**config.mk**
```make
export PLATFORM = sky130hd
export DESIGN_NAME = pte_flag_tlb
export DESIGN_NICKNAME = d
export VERILOG_FILES = /design/src/rtl/tlbad_pkg.sv /design/src/rtl/tlbad_datapath.sv /design/src/rtl/tlbad_control.sv /design/src/rtl/pte_flag_tlb.sv
export SDC_FILE = /design/constraint.sdc
export NUM_CORES = 1
export LEC_CHECK = 0
export ABC_AREA = 1
export BUFFER_PORTS_ARGS = -buffer_cell sky130_fd_sc_hd__buf_2
export CAP_MARGIN = 20
export CORE_MARGIN = 3
export CORE_UTILIZATION = 40
export DETAILED_ROUTE_END_ITERATION = 10
export SYNTH_ARGS = -nofsm -noshare
export SYNTH_HDL_FRONTEND = slang
export SYNTH_HIERARCHICAL = 1
export SYNTH_SLANG_ARGS = --single-unit
```
**constraint.sdc**
```tcl
create_clock -name clk -period 3.4 [get_ports clk]
set_input_delay 0.68 -clock clk [delete_from_list [all_inputs] [get_ports clk]]
set_output_delay 0.68 -clock clk [all_outputs]
set_load 0.1 [all_outputs]
```
**src/rtl/tlbad_pkg.sv**
```systemverilog
package tlbad_pkg;

  // Strobes issued by the control FSM to the datapath each cycle.
  typedef struct packed {
    logic respondNow;   // accepted request answered directly
    logic enterAssist;  // accepted request needs a flag write
    logic assistDone;   // outstanding flag write acknowledged
  } tlbStrobes_t;

endpackage

```
**src/rtl/tlbad_datapath.sv**
```systemverilog
module tlbad_datapath
  import tlbad_pkg::*;
#(
  parameter int ENTRIES   = 8,
  parameter int VA_W      = 32,
  parameter int PA_W      = 32,
  parameter int PAGE_BITS = 12
) (
  input  logic                      clk,
  input  logic                      rstN,
  input  tlbStrobes_t               strobes,
  input  logic                      reqStore,
  input  logic [VA_W-1:0]           reqVaddr,
  input  logic                      refillValid,
  input  logic [VA_W-PAGE_BITS-1:0] refillVpn,
  input  logic [PA_W-PAGE_BITS-1:0] refillPpn,
  input  logic                      refillAcc,
  input  logic                      refillDirty,
  input  logic                      flushAll,
  input  logic                      flushVpnValid,
  input  logic [VA_W-PAGE_BITS-1:0] flushVpn,
  output logic                      needAssist,
  output logic                      rspValid,
  output logic                      rspHit,
  output logic [PA_W-1:0]           rspPaddr,
  output logic [VA_W-PAGE_BITS-1:0] assistVpn,
  output logic                      assistSetAcc,
  output logic                      assistSetDirty
);

  localparam int VPN_W = VA_W - PAGE_BITS;
  localparam int PPN_W = PA_W - PAGE_BITS;
  localparam int IDX_W = (ENTRIES > 1) ? $clog2(ENTRIES) : 1;
  localparam logic [IDX_W-1:0] LAST_IDX = IDX_W'(ENTRIES - 1);

  logic [ENTRIES-1:0] entValid;
  logic [ENTRIES-1:0] entAcc;
  logic [ENTRIES-1:0] entDirty;
  logic [VPN_W-1:0]   entVpn [ENTRIES];
  logic [PPN_W-1:0]   entPpn [ENTRIES];
  logic [IDX_W-1:0]   rrPtr;

  logic [VPN_W-1:0]     reqVpn;
  logic [PAGE_BITS-1:0] reqOff;
  logic [ENTRIES-1:0]   matchVec;
  logic [ENTRIES-1:0]   flushVec;
  logic [IDX_W-1:0]     hitIdx;
  logic                 lookupHit;
  logic [PPN_W-1:0]     hitPpn;
  logic                 hitAcc;
  logic                 hitDirty;
  logic                 refillFire;
  logic                 setOk;

  // Request held while its flag write is outstanding.
  logic [VPN_W-1:0]     holdVpn;
  logic [PPN_W-1:0]     holdPpn;
  logic [PAGE_BITS-1:0] holdOff;
  logic [IDX_W-1:0]     holdIdx;
  logic                 holdSetA;
  logic                 holdSetD;

  assign reqVpn = reqVaddr[VA_W-1:PAGE_BITS];
  assign reqOff = reqVaddr[PAGE_BITS-1:0];

  generate
    for (genvar g = 0; g < ENTRIES; g++) begin : g_cam
      assign matchVec[g] = entValid[g] && (entVpn[g] == reqVpn);
      assign flushVec[g] = flushAll || (flushVpnValid && entValid[g] && (entVpn[g] == flushVpn));
    end
  endgenerate

  always_comb begin
    hitIdx = '0;
    for (int i = 0; i < ENTRIES; i++) begin
      if (matchVec[i]) hitIdx = IDX_W'(i);
    end
  end

  assign lookupHit  = |matchVec;
  assign hitPpn     = entPpn[hitIdx];
  assign hitAcc     = entAcc[hitIdx];
  assign hitDirty   = entDirty[hitIdx];
  assign needAssist = lookupHit && (!hitAcc || (reqStore && !hitDirty));
  assign refillFire = refillValid && !flushAll && !flushVpnValid;
  assign setOk      = entValid[holdIdx] && (entVpn[holdIdx] == holdVpn);

  // Entry storage: flag set on assist, then flush, then refill (last wins).
  always_ff @(posedge clk) begin
    if (!rstN) begin
      entValid <= '0;
      entAcc   <= '0;
      entDirty <= '0;
      rrPtr    <= '0;
      for (int i = 0; i < ENTRIES; i++) begin
        entVpn[i] <= '0;
        entPpn[i] <= '0;
      end
    end else begin
      for (int i = 0; i < ENTRIES; i++) begin
        if (strobes.assistDone && setOk && (holdIdx == IDX_W'(i))) begin
          entAcc[i]   <= entAcc[i]   | holdSetA;
          entDirty[i] <= entDirty[i] | holdSetD;
        end
        if (flushVec[i]) entValid[i] <= 1'b0;
        if (refillFire && (rrPtr == IDX_W'(i))) begin
          entValid[i] <= 1'b1;
          entVpn[i]   <= refillVpn;
          entPpn[i]   <= refillPpn;
          entAcc[i]   <= refillAcc;
          entDirty[i] <= refillDirty;
        end
      end
      if (refillFire) rrPtr <= (rrPtr == LAST_IDX) ? '0 : rrPtr + 1'b1;
    end
  end

  // Hold registers for an assist.
  always_ff @(posedge clk) begin
    if (!rstN) begin
      holdVpn  <= '0;
      holdPpn  <= '0;
      holdOff  <= '0;
      holdIdx  <= '0;
      holdSetA <= 1'b0;
      holdSetD <= 1'b0;
    end else if (strobes.enterAssist) begin
      holdVpn  <= reqVpn;
      holdPpn  <= hitPpn;
      holdOff  <= reqOff;
      holdIdx  <= hitIdx;
      holdSetA <= !hitAcc;
      holdSetD <= reqStore && !hitDirty;
    end
  end

  // Response register.
  always_ff @(posedge clk) begin
    if (!rstN) begin
      rspValid <= 1'b0;
      rspHit   <= 1'b0;
      rspPaddr <= '0;
    end else begin
      rspValid <= strobes.respondNow || strobes.assistDone;
      if (strobes.respondNow) begin
        rspHit   <= lookupHit;
        rspPaddr <= lookupHit ? {hitPpn, reqOff} : '0;
      end else if (strobes.assistDone) begin
        rspHit   <= 1'b1;
        rspPaddr <= {holdPpn, holdOff};
      end
    end
  end

  assign assistVpn      = holdVpn;
  assign assistSetAcc   = holdSetA;
  assign assistSetDirty = holdSetD;

  p_flush_all_r7: assert property (@(posedge clk) disable iff (!rstN)
    flushAll |=> (entValid == '0));

  p_rr_step_r9: assert property (@(posedge clk) disable iff (!rstN)
    refillFire |=> (rrPtr == (($past(rrPtr) == LAST_IDX) ? '0 : $past(rrPtr) + 1'b1)));

  p_rr_drop_r10: assert property (@(posedge clk) disable iff (!rstN)
    (refillValid && (flushAll || flushVpnValid)) |=> $stable(rrPtr));

  p_acc_set_r4: assert property (@(posedge clk) disable iff (!rstN)
    (strobes.assistDone && setOk && holdSetA && !(refillFire && rrPtr == holdIdx))
      |=> entAcc[$past(holdIdx)]);

  p_dirty_set_r5: assert property (@(posedge clk) disable iff (!rstN)
    (strobes.assistDone && setOk && holdSetD && !(refillFire && rrPtr == holdIdx))
      |=> entDirty[$past(holdIdx)]);

endmodule

```
**src/rtl/tlbad_control.sv**
```systemverilog
module tlbad_control
  import tlbad_pkg::*;
(
  input  logic        clk,
  input  logic        rstN,
  input  logic        reqValid,
  input  logic        needAssist,
  input  logic        assistAck,
  output tlbStrobes_t strobes,
  output logic        reqReady,
  output logic        assistValid
);

  typedef enum logic {ST_IDLE, ST_ASSIST} ctlState_e;
  ctlState_e stateQ, stateD;

  logic accept;

  assign reqReady    = (stateQ == ST_IDLE);
  assign assistValid = (stateQ == ST_ASSIST);
  assign accept      = reqValid && reqReady;

  always_comb begin
    strobes.respondNow  = accept && !needAssist;
    strobes.enterAssist = accept && needAssist;
    strobes.assistDone  = assistValid && assistAck;
    stateD = stateQ;
    if (strobes.enterAssist)     stateD = ST_ASSIST;
    else if (strobes.assistDone) stateD = ST_IDLE;
  end

  always_ff @(posedge clk) begin
    if (!rstN) stateQ <= ST_IDLE;
    else       stateQ <= stateD;
  end

  p_assist_hold_r11: assert property (@(posedge clk) disable iff (!rstN)
    (stateQ == ST_ASSIST && !assistAck) |=> (stateQ == ST_ASSIST));

endmodule

```
**src/rtl/pte_flag_tlb.sv**
```systemverilog
module pte_flag_tlb
  import tlbad_pkg::*;
#(
  parameter int ENTRIES   = 8,
  parameter int VA_W      = 32,
  parameter int PA_W      = 32,
  parameter int PAGE_BITS = 12
) (
  input  logic                      clk,
  input  logic                      rstN,
  input  logic                      reqValid,
  input  logic                      reqStore,
  input  logic [VA_W-1:0]           reqVaddr,
  output logic                      reqReady,
  output logic                      rspValid,
  output logic                      rspHit,
  output logic [PA_W-1:0]           rspPaddr,
  input  logic                      refillValid,
  input  logic [VA_W-PAGE_BITS-1:0] refillVpn,
  input  logic [PA_W-PAGE_BITS-1:0] refillPpn,
  input  logic                      refillAcc,
  input  logic                      refillDirty,
  input  logic                      flushAll,
  input  logic                      flushVpnValid,
  input  logic [VA_W-PAGE_BITS-1:0] flushVpn,
  output logic                      assistValid,
  output logic [VA_W-PAGE_BITS-1:0] assistVpn,
  output logic                      assistSetAcc,
  output logic                      assistSetDirty,
  input  logic                      assistAck
);

  tlbStrobes_t strobes;
  logic        needAssist;

  tlbad_control u_ctl (
    .clk        (clk),
    .rstN       (rstN),
    .reqValid   (reqValid),
    .needAssist (needAssist),
    .assistAck  (assistAck),
    .strobes    (strobes),
    .reqReady   (reqReady),
    .assistValid(assistValid)
  );

  tlbad_datapath #(
    .ENTRIES  (ENTRIES),
    .VA_W     (VA_W),
    .PA_W     (PA_W),
    .PAGE_BITS(PAGE_BITS)
  ) u_dp (
    .clk           (clk),
    .rstN          (rstN),
    .strobes       (strobes),
    .reqStore      (reqStore),
    .reqVaddr      (reqVaddr),
    .refillValid   (refillValid),
    .refillVpn     (refillVpn),
    .refillPpn     (refillPpn),
    .refillAcc     (refillAcc),
    .refillDirty   (refillDirty),
    .flushAll      (flushAll),
    .flushVpnValid (flushVpnValid),
    .flushVpn      (flushVpn),
    .needAssist    (needAssist),
    .rspValid      (rspValid),
    .rspHit        (rspHit),
    .rspPaddr      (rspPaddr),
    .assistVpn     (assistVpn),
    .assistSetAcc  (assistSetAcc),
    .assistSetDirty(assistSetDirty)
  );

  p_rsp_after_ack_r4: assert property (@(posedge clk) disable iff (!rstN)
    (assistValid && assistAck) |=> (rspValid && rspHit));

  p_assist_has_flag_r5: assert property (@(posedge clk) disable iff (!rstN)
    assistValid |-> (assistSetAcc || assistSetDirty));

  p_assist_stable_r11: assert property (@(posedge clk) disable iff (!rstN)
    (assistValid && !assistAck) |=> (assistValid && $stable(assistVpn)
      && $stable(assistSetAcc) && $stable(assistSetDirty)));

  p_no_rsp_while_wait_r11: assert property (@(posedge clk) disable iff (!rstN)
    (assistValid && !assistAck) |=> !rspValid);

endmodule

```
==> metrics.txt, run 1 <==
Max Fclk=303 MHz; most frequent CP cell=nand2_1; clock skew=0.0199 ns; WS Path Type=register to register; vias in the first global route=23600; WP data required=3.94 ns; max-cap viol count=0; Critical-path top delay cell=edfxtp_1; FF-to-FF End=u_dp/rspPaddr[30]$_SDFFE_PN0P_; number of remaining DRC errors=0; clock-pin slew on the worst setup and hold paths=0.06 ns; Area contributors post-synth=edfxtp_1 (37%), dfxtp_1 (9.4%), nand2_1 (8.3%); cells along the critical path=nand2_1 > nand4_1 > nor4_1 > buf_4 > nand4_2 > buf_4 > nand2_1 > inv_1 > nand2_1 > nand3_1 > nand2_1 > nand2_1 > nand3_2 > a21oi_2 > nor2_2 > inv_1 > buf_12 > nor2_8 > clkbuf_16 > nand3_2 > a21oi_2; synth-to-layout area growth=22.1%; Yosys cell types=60; synthesis warning total=6; I/O pin count=160; via count=25400; Vias/cell=5.64; Gate power share=13.9%; H-tree Lvls=2; synthesized flop and latch total=442; GRT Util Overall=32.2%; NetSw=0.00381 W; Int Power=0.00983 W; slew margin rel.=31.5%; Hold Path Sink=u_dp/holdOff[10]$_SDFFE_PN0P_; worst min-delay path class=input pin to register; r2r worst-path depth=21; FFs w/ async S/R, synth=0%; Final Wtd Congestion=1.03; sequential share of the synthesized area=46.2%; Inserted Clock Buffers=50; Crit. End Element=register; Clock Power Share=41.2%; fin crit period=3.30 ns; Yosys top cell area share=36.8%; run status=completed; largest net degree at the start of global routing=81; most frequent cells in the layout=nand2_1 (556), nor2_1 (447), inv_1 (334), edfxtp_1 (320), buf_4 (312); Design Area, Final=0.0319 mm²; Worst-Margin Slew=1.03 ns; Initial Utilization=40.5%; critical path launch point type=register; Overflow after GRT=0; Final period util=97.0%; worst hold path cell count=3; Worst VDD drop=0.000409 V; drt wl/cell=25.1 µm; Routed WL=113 mm; first-pass GRT wire length=160 mm; Pins Over Slew Limit=0; Die Span Y=261 µm; most area-hungry cell type in the Yosys netlist=edfxtp_1; largest stage delay on the critical path=0.48 ns; Tot Pwr=0.0136 W; synthesized area=0.0261 mm²; CP bufs+invs=6; Synth Area per Inst=8.08 µm²; Syn Nets=3337; worst hold start=reqVaddr[10]; Port Buf Inserts=159; crit-path leading delay family=simple AND/OR/NAND/NOR gates; Die Area=0.0684 mm²; antenna violations before repair=5; Nets=3714; Core ar.=0.0645 mm²; Initial DRT Pass Iterations=7; root buf cell=clkbuf_16; CTS tree=built; setup TNS=0 ns; Syn Inst Count=3229; worst hold slack=0.314 ns; final setup fails=0; CTS Buffer Depth=3; Switching Share=27.9%; reg-to-reg startpoint=u_dp/entVpn[6][5]$_DFFE_PP_; Post-synth EDFFs=320; share of layout cells above drive strength 1=22.4%; row count=93; Top FF cell, synth=edfxtp_1; 1st-iter DRT viols=3129; LEAKAGE=13.6 nW; most common cell after layout, fill and taps aside=nand2_1; Die X-Extent=261 µm; Post-DP HPWL=84.6 mm; DP Area=0.0298 mm²; Flop pwr share=45.0%; Final Hold Viols=0; Sink Count=442; Antenna Nets Post-Route=0; Data arrival, critical path=3.84 ns; Critical Path Fanout Max=10; PD cells=428 mW/mm²; flop2flop setup slack=0.10 ns; final design utilization=49.4%; clock network latency to the later pin of the worst-skew pair=0.61 ns
[routing by layer]
metal / up-vias / wire length [µm] / track usage, %
li1: 11600 / - / -
met4: 2 / 5050 / 13.5
met5: - / 11 / 0
met2: 1417 / 48800 / 48.3
met1: 12100 / 47400 / 45.2
met3: 255 / 11800 / 6.83
[worst min-delay path: cells and delay by family]
kind | cells | cell delay, ns
simple gates | 2 | 0.12
buf+inv | 1 | 0.09
[registers in the layout, summed over array words and instances (netlist names), named ones only]
| name | flops |
|---|---|
| u_dp/holdIdx | 3 |
| u_dp/rspHit | 1 |
| u_dp/assistSetDirty | 1 |
| u_dp/entVpn | 160 |
| u_dp/entPpn | 160 |
| u_dp/assistSetAcc | 1 |
| u_dp/entAcc | 8 |
| u_dp/entDirty | 8 |
| u_dp/rrPtr | 3 |
| u_dp/assistVpn | 20 |
| u_dp/rspValid | 1 |
| u_dp/entValid | 8 |
| u_dp/holdPpn | 20 |
| u_ctl/assistValid | 1 |
| u_dp/holdOff | 12 |
| u_dp/rspPaddr | 32 |
[cells by family after synthesis]
group,Yosys count,synth area share (%)
buf+inv,556,9.39
flops,442,46.2
fa+ha+maj,6,0.288
compound gates,594,12.7
simple gates,1523,27.9
xor+xnor,108,3.62
[area by class of cell]
type	instances	area (µm²)
fill	6353	32600
sequential	442	12100
multi-input combinational	2231	11700
timing repair buffer	507	3880
inverter	374	1430
clock buffer	65	1400
tap	855	1070
clock inverter	27	288
antenna	2	5.00
[cells in the mapped netlist (26+ instances only)]
cell type    n
nor3_1      27
o22ai_1     65
clkbuf_1    68
a21oi_1    165
o21ai_0    253
nand3_2     72
nand3_1    197
inv_1      340
nor4_1      26
nand4_1     42
xor2_1      56
xnor2_1     52
dfxtp_1    122
nor2_1     455
o21ai_1     45
buf_2       38
edfxtp_1   320
nand2_1    576
buf_1       26
nand3b_1    58
[repair_timing]
action,4_1_cts,5_1_grt
resized for setup,0,40
setup buffers,0,20
setup endpoints to repair,0,93
hold buffers,0,0
[per-stage QoR]
step                      setup WS, ns  cells
after floorplan                 0.0670   3229
after global placement          -0.501   4387
after detailed placement        -0.545   4387
after CTS                       0.0408   4479
after global routing           -0.0504   4503
final                            0.103   4503
[how the worst max path moves through the flow]
stage                                                 from                              to  slack (ns)  cells after the start
after floorplan                               reqVaddr[14]                        register        0.07                     23
after global placement                        reqVaddr[25]  u_dp/rspPaddr[27]$_SDFFE_PN0P_       -0.50                     23
after detailed placement                      reqVaddr[25]  u_dp/rspPaddr[19]$_SDFFE_PN0P_       -0.54                     23
after CTS                 u_dp/entVpn[3][17]$_SDFFCE_PN0P_  u_dp/rspPaddr[19]$_SDFFE_PN0P_        0.04                     24
after global routing       u_dp/entVpn[1][8]$_SDFFCE_PN0P_    u_dp/holdOff[5]$_SDFFE_PN0P_       -0.05                     26
final                          u_dp/entVpn[6][5]$_DFFE_PP_  u_dp/rspPaddr[30]$_SDFFE_PN0P_        0.10                     21
[power groups by stage]
stage               Combinational, W  Clock [W]  Sequential (W)
finish                       0.00189    0.00561         0.00614
global route                 0.00198    0.00590         0.00615
CTS                          0.00182    0.00569         0.00613
detailed placement           0.00182          0         0.00625
global placement             0.00182          0         0.00624
floorplan                   0.000834          0         0.00633
Power figures use the tool's default switching activity.
==> inputs of run 2 (changes only) <==
--- a/config.mk
+++ b/config.mk
@@ -8,6 +8,7 @@
 export ABC_AREA = 1
 export BUFFER_PORTS_ARGS = -buffer_cell sky130_fd_sc_hd__buf_2
 export CAP_MARGIN = 20
+export CORE_ASPECT_RATIO = 2
 export CORE_MARGIN = 3
 export CORE_UTILIZATION = 40
 export DETAILED_ROUTE_END_ITERATION = 10
==> run 2 against run 1 <==
Against the previous run: the run now ends with negative setup slack left; combinational power grew 14%; hold slack gained 0.0035 ns; critical path depth is the same; clock-buffer cell count shrank 17; clock power shrank 14%; worst setup slack lost 0.37 ns; via count grew 4.6%; total power shrank 3.8%.
==> metrics.txt, run 2 (synthesis gave the netlist of run 1 again) <==
Core ar.=0.0643 mm² (-0.33%); setup TNS=-20.54 ns (-20.54 ns); antenna violations before repair=10 (+5); Die X-Extent=187 µm (-29%); flop2flop setup slack=-0.26 ns (-0.37 ns); Initial Utilization=40.6% (+0.13 points); top flop regs=u_dp/entPpn x160, u_dp/entVpn x160, u_dp/rspPaddr x32; Critical-path top delay cell=nand4_1; Final period util=108% (+11 points); run status=finished, violations left; worst hold slack=0.318 ns (+0.00346 ns); Worst-Margin Slew=1.20 ns (+0.171 ns); FF-to-FF End=u_dp/rspPaddr[18]$_SDFFE_PN0P_; largest stage delay on the critical path=0.58 ns (+0.10 ns); Die Area=0.0685 mm² (+0.27%); Critical Path Fanout Max=10 (unchanged); Overflow after GRT=0 (unchanged); clock-pin slew on the worst setup and hold paths=0.08 ns (+0.02 ns); CTS Buffer Depth=3 (unchanged); r2r worst-path depth=21 (unchanged); Crit. End Element=register; Inserted Clock Buffers=42 (-16%); Antenna Nets Post-Route=0 (unchanged); GRT Util Overall=39.9% (+7.7 points); Worst VDD drop=0.000445 V (+8.9%); CTS tree=built; final design utilization=51.0% (+1.6 points); fin crit period=3.66 ns (+0.367 ns); WP data required=3.88 ns (-0.06 ns); reg-to-reg startpoint=u_dp/entVpn[6][1]$_DFFE_PP_; clock skew=0.0294 ns (+0.00953 ns); Sink Count=442 (unchanged); worst min-delay path class=input pin to register; most frequent cells in the layout=nand2_1 (553), nor2_1 (448), buf_4 (389), inv_1 (332), edfxtp_1 (320); Final Hold Viols=0 (unchanged); max-cap viol count=0 (unchanged); worst setup margin=-0.264 ns (-0.367 ns); LEAKAGE=14.1 nW (+3.3%); critical path launch point type=register; synth-to-layout area growth=25.5%; drt wl/cell=30.7 µm (+22%); Tot Pwr=0.0131 W (-3.8%); failing checks=negative setup slack; RSZ-0062 raised after global routing=true; Max Fclk=273 MHz (-10%); Final Wtd Congestion=1.08 (+4.7%); number of remaining DRC errors=0 (unchanged); worst hold start=reqVaddr[11]; largest net degree at the start of global routing=78 (-3.7%); most common cell after layout, fill and taps aside=nand2_1; cells along the critical path=inv_2 > nor2_1 > inv_1 > o21ai_2 > nor3_2 > nand4_1 > nor2_2 > nand3_4 > buf_6 > nand3_4 > nand3_2 > nand3_2 > nand3_2 > a21oi_4 > buf_4 > nor2_4 > nor2_4 > inv_4 > buf_8 > o21ai_0 > a21oi_2; clock network latency to the later pin of the worst-skew pair=0.61 ns (about the same); Initial DRT Pass Iterations=6 (-1); first-pass GRT wire length=193 mm (+21%); share of layout cells above drive strength 1=25.3% (+2.9 points); slew margin rel.=19.3% (-12 points); Port Buf Inserts=159 (unchanged); most frequent CP cell=nand3_2; I/O pin count=160 (unchanged); Data arrival, critical path=4.14 ns (+0.30 ns); Pins Over Slew Limit=0 (unchanged); Routed WL=141 mm (+25%); root buf cell=clkbuf_16; Die Span Y=367 µm (+40%); Vias/cell=5.77 (+2.3%); row count=131 (+41%); PD cells=401 mW/mm² (-6.4%); H-tree Lvls=2 (unchanged); Setup crit start=u_dp/entVpn[6][1]$_DFFE_PP_; Post-DP HPWL=105 mm (+24%); vias in the first global route=26200 (+11%); final setup fails=106 (+106); Setup crit end=u_dp/rspPaddr[18]$_SDFFE_PN0P_; WS Path Type=register to register; Nets=3805 (+2.5%); 1st-iter DRT viols=2658 (-15%); via count=26600 (+4.6%)
run 2: cell count changes in the layout (fill, tap and decap cells not counted), sizes merged:
cell,previous run,this run
diode,2,10
clkbuf,68,52
buf,504,602
clkinvlp,2,1
clkinv,26,22
bufinv,4,1
inv,369,380
run 2: repair_timing:
item,CTS,global route
hold buffers,0,0
pin swaps,8,12
setup endpoints to repair,93,111
resized for setup,31,136
buffers inserted,4,14
gates cloned,3,7
run 2: metal layers:
layer  up-vias  GRT usage [%]  wire length [µm]
met5         -              0                14
met2      1520           69.8             69800
li1      11800              -                 -
met1     12600           37.6             43400
met4         2           39.8             17700
met3       597           8.74             10200
run 2: worst min-delay path by stage:
stage                                               end  depth (start not counted)  slack, ns
after floorplan            u_dp/holdOff[0]$_SDFFE_PN0P_                          2       0.46
after global placement     u_dp/holdOff[4]$_SDFFE_PN0P_                          2       0.47
after detailed placement  u_dp/holdOff[11]$_SDFFE_PN0P_                          2       0.48
after CTS                  u_dp/holdOff[1]$_SDFFE_PN0P_                          3       0.29
after global routing      u_dp/rspPaddr[1]$_SDFFE_PN0P_                          3       0.32
final                     u_dp/holdOff[11]$_SDFFE_PN0P_                          3       0.32
run 2: cell type report:
type,count,area [µm²]
timing repair buffer,606,4840
antenna,10,25.0
fill,6413,31500
sequential,442,12100
tap,864,1080
clock buffer,48,1070
inverter,374,1430
multi-input combinational,2231,12000
clock inverter,30,284
run 2: worst max-delay path: cells and delay by family (launching register included):
kind            cells  cell delay [ns]
simple gates       11             1.92
buf+inv             6             0.73
flops               1             0.42
compound gates      4             0.47
run 2: report_power, final:
part           internal, W  total, W  switching (W)
clock network      0.00245   0.00481        0.00237
logic             0.000700   0.00216        0.00146
registers          0.00598   0.00615       0.000168
run 2: per-stage QoR:
stage	instances	area, µm²	setup WS [ns]
6_report	4605	32800	-0.264
5_1_grt	4596	32700	-0.431
4_1_cts	4577	32300	0.00508
3_5_place_dp	4492	30700	-0.695
3_3_place_gp	4492	30700	-0.639
2_1_floorplan	3229	26100	0.0670
